File: config.mk
export PLATFORM = sky130hd
export DESIGN_NAME = gspc_ctrl
export DESIGN_NICKNAME = d
export VERILOG_FILES = /design/src/rtl/gspc_pkg.sv /design/src/rtl/gspc_stop_lane.sv /design/src/rtl/gspc_poll_timer.sv /design/src/rtl/gspc_ctrl.sv
export SDC_FILE = /design/constraint.sdc
export NUM_CORES = 1
export LEC_CHECK = 0
export ABC_AREA = 1
export BUFFER_PORTS_ARGS = -buffer_cell sky130_fd_sc_hd__buf_4
export CAP_MARGIN = 15
export CORE_MARGIN = 3
export CORE_UTILIZATION = 45
export DETAILED_ROUTE_END_ITERATION = 10
export PLACE_DENSITY = 0.67
export SLEW_MARGIN = 40
export SYNTH_ARGS = -nofsm -noshare
export SYNTH_HDL_FRONTEND = slang
export SYNTH_HIERARCHICAL = 1
export SYNTH_SLANG_ARGS = --single-unit
File: constraint.sdc
create_clock -name clk -period 2.5 [get_ports clk]
set_clock_uncertainty 0.15 [all_clocks]
set_input_delay 0.25 -clock clk [delete_from_list [all_inputs] [get_ports clk]]
set_output_delay 0.25 -clock clk [all_outputs]
set_load 0.02 [all_outputs]
File: src/rtl/gspc_pkg.sv
package gspc_pkg;
   localparam int unsigned LANES   = 2;
   localparam int unsigned LANE_RX = 0;
   localparam int unsigned LANE_TX = 1;
endpackage

File: src/rtl/gspc_stop_lane.sv
module gspc_stop_lane (
   input  logic clk,
   input  logic rst_n,
   input  logic wr,
   input  logic stop_bit,
   input  logic busy,
   output logic done
);
   logic pending;

   always_ff @(posedge clk or negedge rst_n) begin
      if (!rst_n) begin
         pending <= 1'b0;
         done    <= 1'b0;
      end else begin
         done <= 1'b0;
         if (wr) begin
            if (stop_bit) begin
               if (busy) begin
                  pending <= 1'b1;
               end else begin
                  pending <= 1'b0;
                  done    <= 1'b1;
               end
            end else begin
               pending <= 1'b0;
            end
         end else if (pending) begin
            if (!stop_bit) begin
               pending <= 1'b0;
            end else if (!busy) begin
               pending <= 1'b0;
               done    <= 1'b1;
            end
         end
      end
   end

   // idle stop completes next cycle
   a_r1_idle_stop: assert property (@(posedge clk) disable iff (!rst_n)
      wr && stop_bit && !busy |=> done);
   // busy stop is deferred
   a_r2_defer: assert property (@(posedge clk) disable iff (!rst_n)
      wr && stop_bit && busy |=> !done);
   // completion only when the path was idle
   a_r2_idle_only: assert property (@(posedge clk) disable iff (!rst_n)
      done |-> $past(!busy));
   // a cleared stop bit cancels the deferred completion
   a_r4_cancel: assert property (@(posedge clk) disable iff (!rst_n)
      !stop_bit |=> !done);
endmodule

File: src/rtl/gspc_poll_timer.sv
module gspc_poll_timer #(
   parameter int unsigned PERIOD_W = 24
) (
   input  logic                clk,
   input  logic                rst_n,
   input  logic                wr,
   input  logic                wait_bit,
   input  logic                hold_walk,
   input  logic [PERIOD_W-1:0] period_m1,
   output logic                walk
);
   logic                running;
   logic [PERIOD_W-1:0] cnt;

   always_ff @(posedge clk or negedge rst_n) begin
      if (!rst_n) begin
         running <= 1'b0;
         cnt     <= '0;
         walk    <= 1'b0;
      end else begin
         walk <= 1'b0;
         if (wait_bit) begin
            running <= 1'b0;
         end else if (wr) begin
            running <= 1'b1;
            cnt     <= period_m1;
         end else if (running) begin
            if (cnt == '0) begin
               walk <= !hold_walk;
               cnt  <= period_m1;
            end else begin
               cnt <= cnt - 1'b1;
            end
         end
      end
   end

   // no walk while the wait bit holds the timer
   a_r8_wait_blocks: assert property (@(posedge clk) disable iff (!rst_n)
      wait_bit |=> !walk);
   // no walk while the transmit stop is set
   a_r7_tx_stop: assert property (@(posedge clk) disable iff (!rst_n)
      hold_walk |=> !walk);
   // a restart never coincides with a walk
   a_r6_restart: assert property (@(posedge clk) disable iff (!rst_n)
      wr |=> !walk);
endmodule

File: src/rtl/gspc_ctrl.sv
module gspc_ctrl #(
   parameter int unsigned CTRL_W      = 32,
   parameter int unsigned RX_STOP_POS = 2,
   parameter int unsigned TX_STOP_POS = 3,
   parameter int unsigned WAIT_POS    = 6,
   parameter int unsigned PERIOD_W    = 24
) (
   input  logic                clk,
   input  logic                rst_n,
   input  logic                ctrl_wr,
   input  logic [CTRL_W-1:0]   ctrl_value,
   input  logic                tx_busy,
   input  logic                rx_busy,
   input  logic [PERIOD_W-1:0] poll_period_m1,
   output logic                tx_stop_done,
   output logic                rx_stop_done,
   output logic                walk_req
);
   import gspc_pkg::*;

   if (RX_STOP_POS >= CTRL_W || TX_STOP_POS >= CTRL_W || WAIT_POS >= CTRL_W) begin : g_bad_pos
      $error("gspc_ctrl: control bit position outside register width");
   end
   if (RX_STOP_POS == TX_STOP_POS || RX_STOP_POS == WAIT_POS || TX_STOP_POS == WAIT_POS) begin : g_bad_overlap
      $error("gspc_ctrl: control bit positions must differ");
   end
   if (PERIOD_W < 1) begin : g_bad_period
      $error("gspc_ctrl: PERIOD_W must be at least 1");
   end

   logic [LANES-1:0] lane_busy;
   logic [LANES-1:0] lane_stop;
   logic [LANES-1:0] lane_done;

   assign lane_busy[LANE_RX] = rx_busy;
   assign lane_busy[LANE_TX] = tx_busy;
   assign lane_stop[LANE_RX] = ctrl_value[RX_STOP_POS];
   assign lane_stop[LANE_TX] = ctrl_value[TX_STOP_POS];

   for (genvar g = 0; g < LANES; g++) begin : g_lane
      gspc_stop_lane u_lane (
         .clk      (clk),
         .rst_n    (rst_n),
         .wr       (ctrl_wr),
         .stop_bit (lane_stop[g]),
         .busy     (lane_busy[g]),
         .done     (lane_done[g])
      );
   end

   assign rx_stop_done = lane_done[LANE_RX];
   assign tx_stop_done = lane_done[LANE_TX];

   gspc_poll_timer #(.PERIOD_W(PERIOD_W)) u_poll (
      .clk       (clk),
      .rst_n     (rst_n),
      .wr        (ctrl_wr),
      .wait_bit  (ctrl_value[WAIT_POS]),
      .hold_walk (ctrl_value[TX_STOP_POS]),
      .period_m1 (poll_period_m1),
      .walk      (walk_req)
   );

   // a stop on one path does not pulse the other path
   a_r3_no_cross: assert property (@(posedge clk) disable iff (!rst_n)
      ctrl_wr && !ctrl_value[TX_STOP_POS] |=> !tx_stop_done);
endmodule

# == Yosys cells after proc, flatten, opt, wreduce, memory -nomap -nowiden ==
# Cells that the tools add are included.
# word_totals
ff_bits,30
latchBits,0
ram_bits,0
mem_bits_ro,0
input_bits,61
out_inout_bits,3
wordCells,39
memories,0
# op_classes
addsub,1
n_mul,0
div,0
n_lt_le_gt_ge,0
n_eq_ne,0
shift,0
muxes,25
bitwise,1
n_reduce_logical,5
# op_table
op,count
2-to-1 mux 24 bit,3
logical NOT 24 bit,1
subtractor 24 x 1 -> 24 bit (second input constant),1
2-to-1 mux 1 bit,22
nonzero test 2 bit,2
AND reduction 2 bit,1
logical NOT 1 bit,1
NOT 1 bit,1

# == Logic depth before layout (Yosys ltp) ==
# logic_depth
depth_word,5
ltp_mapped,13
ltp_nobuf,12

# == Cells and area by module ==
# Netlist, hierarchy kept.
# modules_own_cells
module,n_inst,cells_per_inst,area_per_inst_um2,seq_area_each_um2
gspc_poll_timer,1,342,2074.5,650.6
gspc_stop_lane,2,8,72.6,50.0

# == Worst setup path after synthesis ==
# Ideal clock, no wire load.
# synth_timing
kind,reg-to-reg
from,register u_poll.cnt[0]
to,register u_poll.cnt[5]
setup_time_ps,117
arrival_time_ps,1438
t_required_ps,2233
slack_ps,794
stages_incl_launch_ff,13
n_path_buf,1
synth_period_minus_slack_ps,1706
path_cell_list,dfrtp_1 inv_1 ha_1 inv_1 nor2_1 nand2_1 nor2_2 nand3_4 nand2_4 buf_4 nand2_1 nand3_1 nand2_1
# synth_via
elab_chain_cells,4
word_cells_on_any_way,5
classes_between,1 x add/sub; 3 x mux; 1 x reduce/logical
# synth_lines
element,line_no,rtl
"start, declared",gspc_poll_timer.sv:13,logic [PERIOD_W-1:0] cnt;
"start signal, assigned",gspc_poll_timer.sv:26,cnt <= period_m1;
"start signal, assigned",gspc_poll_timer.sv:30,cnt <= period_m1;
"start signal, assigned",gspc_poll_timer.sv:32,cnt <= cnt - 1'b1;
subtractor 24 x 1 -> 24 bit or logical NOT 24 bit (tied branches),"gspc_poll_timer.sv:32, gspc_poll_timer.sv:28",
2-to-1 mux 24 bit (*),gspc_poll_timer.sv:28,if (cnt == '0) begin
2-to-1 mux 24 bit (*),gspc_poll_timer.sv:27,end else if (running) begin
2-to-1 mux 24 bit (*),gspc_poll_timer.sv:24,end else if (wr) begin
# Mark *: on every way between the ends. The rest lies on a longest branch, timed or not. The select of a mux whose other input is x is not followed.
# A chain may end at the register's enable or synchronous reset.

# == Worst setup path in the final report ==
# layout_timing
from,register u_poll.cnt[0]
to,register u_poll.cnt[12]
# Same word-level chain as after synthesis.

==> impl_metrics.csv <==
group,metric,value,unit
run_status,status,"finished clean",
logic_synthesis,synth_area_leaders,"dfrtp_1, nand2_1, nand3_1",
timing,fmax,478,MHz
min_path,hold_path.class,"in2reg",
global_route,grt_pass1_wl,9.04,mm
worst_setup_path,cp.required,2.52,ns
global_route,grt_max_degree,31,
clocking,cts_setup_buffers,0,
timing,tns,0,ns
die,ios,64,
logic_synthesis,syn_area,0.00222,sq mm
timing,setup_viol,0,
timing,fin_crit,2.09,ns
worst_setup_path,crit_path_end_kind,"flop",
detailed_routing,vias,2187,
detailed_routing,drt_first_pass_iters,4,
worst_setup_path,critPathSlowestCell,"nor2_1",
logic_synthesis,ys_top_cells_by_count,"nand2_1, inv_1, nor2_1",
die,initial_core_util,48.6,%
timing,slew_headroom,56.6,%
detailed_routing,routed-wl-met2,2.48,mm
detailed_routing,drtAntennaViolNets,0,
detailed_routing,wl_met1,2.43,mm
clocking,h-tree-depth,2,
die,dieArea,0.00581,sq mm
die,rows,24,
detailed_routing,routed_wirelength,5.21,mm
clocking,cts_root_buf,"clkbuf_8",
clocking,cts.clk_slew.worst_paths,0.07,ns
worst_setup_path,cpPeakStageDelay,0.49,ns
flow_run,max_cap_violations,0,
global_route,grt.overflow.total,0,
finish,nets,457,
logic_synthesis,ys_types,27,
logic_synthesis,avgSynthCellArea,6.20,sq um
place,portBuffers,34,
detailed_routing,routedWlPerCell,11.3,microns
logic_synthesis,synth_edf_count,0,
logic_synthesis,synth_cells,358,
logic_synthesis,async_reset_ff_share,100,%
worst_setup_path,cpMostUsedCell,"nand2_1",
global_route,grt_pass1_vias,2006,
clocking,cts_sinks,30,
worst_setup_path,critPathLaunchType,"flop",
detailed_routing,dr.first_iter.drc_count,122,
timing,tightest_slew,0.650,ns
global_route,grtUsageTotal,18.9,%
logic_synthesis,mappedNetlistNets,421,
finish,area_growth,18.2,%
worst_setup_path,worstSetupPathType,"reg2reg",
clocking,cts_tree,"yes",
logic_synthesis,synth_top_area_share,33.8,%
logic_synthesis,synth.most_common_cell,"nand2_1",
die,coreArea,0.00456,sq mm
finish,layout-drive-gt1-share,14.2,%
timing,rsz0062_at_grt,"false",
worst_setup_path,crit_fanout,8,
timing,finalCritPeriodShare,83.7,%
worst_setup_path,path_cells,"inv_1, ha_1, nand2_1, nor2_1, nand3_1, nand2_1, nand2_1, nand3_1, nand2_1",
logic_synthesis,yosysTopAreaCell,"dfrtp_1",
timing,final-max-slew-violation-count,0,
clocking,clk_path_buf_depth,2,
detailed_routing,vias_per_cell,4.75,
detailed_routing,top_layer_used,"met4",
logic_synthesis,synth_ff_type,"dfrtp_1",
detailed_routing,drc_errors,0,
place,dpl.hpwl,3.71,mm
finish,n_antenna_cell,0,
detailed_routing,met3_length,276,microns
finish,seq_area,751,sq um
finish,post-route-util,57.5,%
timing,hold_viol_final,0,
die,die_x,76.2,microns
pwr,power.total,1.62,mW
pwr,irDropWorstVdd,327,uV
place,place.gp.congestion,0.823,
finish,multiInputGateArea,0.00120,sq mm
pwr,powerDensity,619,mW/mm^2
logic_synthesis,ys_ff_latch,30,
pwr,leakage,1.44,nW
clocking,clk_latency,0.28,ns
clocking,cts_buffers,5,
logic_synthesis,ys_seq_area_share,33.8,%
logic_synthesis,yosysWarnings,6,
timing,holdWs,0.0399,ns
die,die_y,76.2,microns
worst_setup_path,cp_data_arrival_time,2.11,ns
finish,fillers,466,
global_route,antenna_found_initial,0,
==> metal layers <==
layer	vias to the layer above	GRT usage [%]
li1	1174	-
met1	962	23.4
met2	49	32.9
met3	2	4.73
met4	0	4.71
met5	-	0
==> layout make-up <==
class	instances	share of cell area (%)
Clock buffer	5	2.62
Clock inverter	3	1.53
Inverter	54	7.82
Multi-Input combinational cell	267	45.9
Sequential cell	30	28.6
Tap cell	65	3.10
Timing Repair Buffer	36	10.4
==> state kept, by name, indices dropped and copies added, names as in the netlist <==
register,cells
g_lane.u_lane/done,2
g_lane.u_lane/pending,2
u_poll/cnt,24
u_poll/running,1
u_poll/walk,1
==> report_power, final <==
part	leakage, nW	internal, mW	switching (mW)
sequential	0.374	0.560	0.110
clock	0.0579	0.293	0.196
combinational	1.01	0.185	0.279
==> kinds of logic (layout without fill, tap and decap cells) <==
kind of cell	after synthesis	in the layout	synth area share, %
adders and majority gates	2	2	1.13
and+or+nand+nor	247	247	48.1
buffers and inverters	61	98	11.9
xor gates and xnor gates	5	5	1.97
AOI/OAI and AO/OA	13	13	3.10
DFF	30	30	33.8
==> per-stage QoR <==
| stage | setup WS, ns | cell area [sq um] | instances |
|---|---|---|---|
| after floorplan | 0.794 | 2220 | 358 |
| after global placement | 0.465 | 2500 | 451 |
| after detailed placement | 0.425 | 2500 | 451 |
| after CTS | 0.418 | 2620 | 460 |
| after global routing | 0.215 | 2620 | 460 |
| final | 0.407 | 2620 | 460 |
==> final timing paths <==
| check | start | slack [ns] | endpoint | cells after the start |
|---|---|---|---|---|
| setup / recovery | u_poll/cnt[0] | 0.41 | u_poll/cnt[12] | 9 |
| hold / removal | tx_busy | 0.04 | g_lane[1].u_lane/done | 4 |
| setup reg to reg | u_poll/cnt[0] | 0.41 | u_poll/cnt[12] | 9 |
| hold reg to reg | g_lane[0].u_lane/pending | 0.33 | g_lane[0].u_lane/pending | 2 |
| max in group asynchronous | rst_n | 1.63 | u_poll/cnt[13] | 2 |
| min in group asynchronous | rst_n | 0.29 | u_poll/cnt[4] | 2 |
==> what timing repair did <==
action / CTS / global route
hold buffers: 1 / 0
hold endpoints to repair: 30 / 0
gates resized for setup: 0 / 0
==> critical path: cells and delay by family, from the launching register on <==
kind / cells / cell delay, ns
simple gates: 7 / 1.04
flops: 1 / 0.39
fa+ha+maj: 1 / 0.27
buf+inv: 1 / 0.13
==> cells in the final DEF (no fill, tap or decap), drive strengths merged, types with 2 or more instances in the layout <==
| cell type | netlist | routed |
|---|---|---|
| a21oi | 6 | 6 |
| nand3 | 41 | 41 |
| nand2 | 140 | 140 |
| ha | 2 | 2 |
| xnor2 | 3 | 3 |
| nor3 | 4 | 4 |
| o21ai | 7 | 7 |
| inv | 54 | 54 |
| clkinv | 0 | 2 |
| dfrtp | 30 | 30 |
| xor2 | 2 | 2 |
| buf | 4 | 35 |
| nand4 | 8 | 8 |
| nor2 | 50 | 50 |
| clkbuf | 3 | 5 |
No activity file was read; power rests on OpenSTA's default activity.
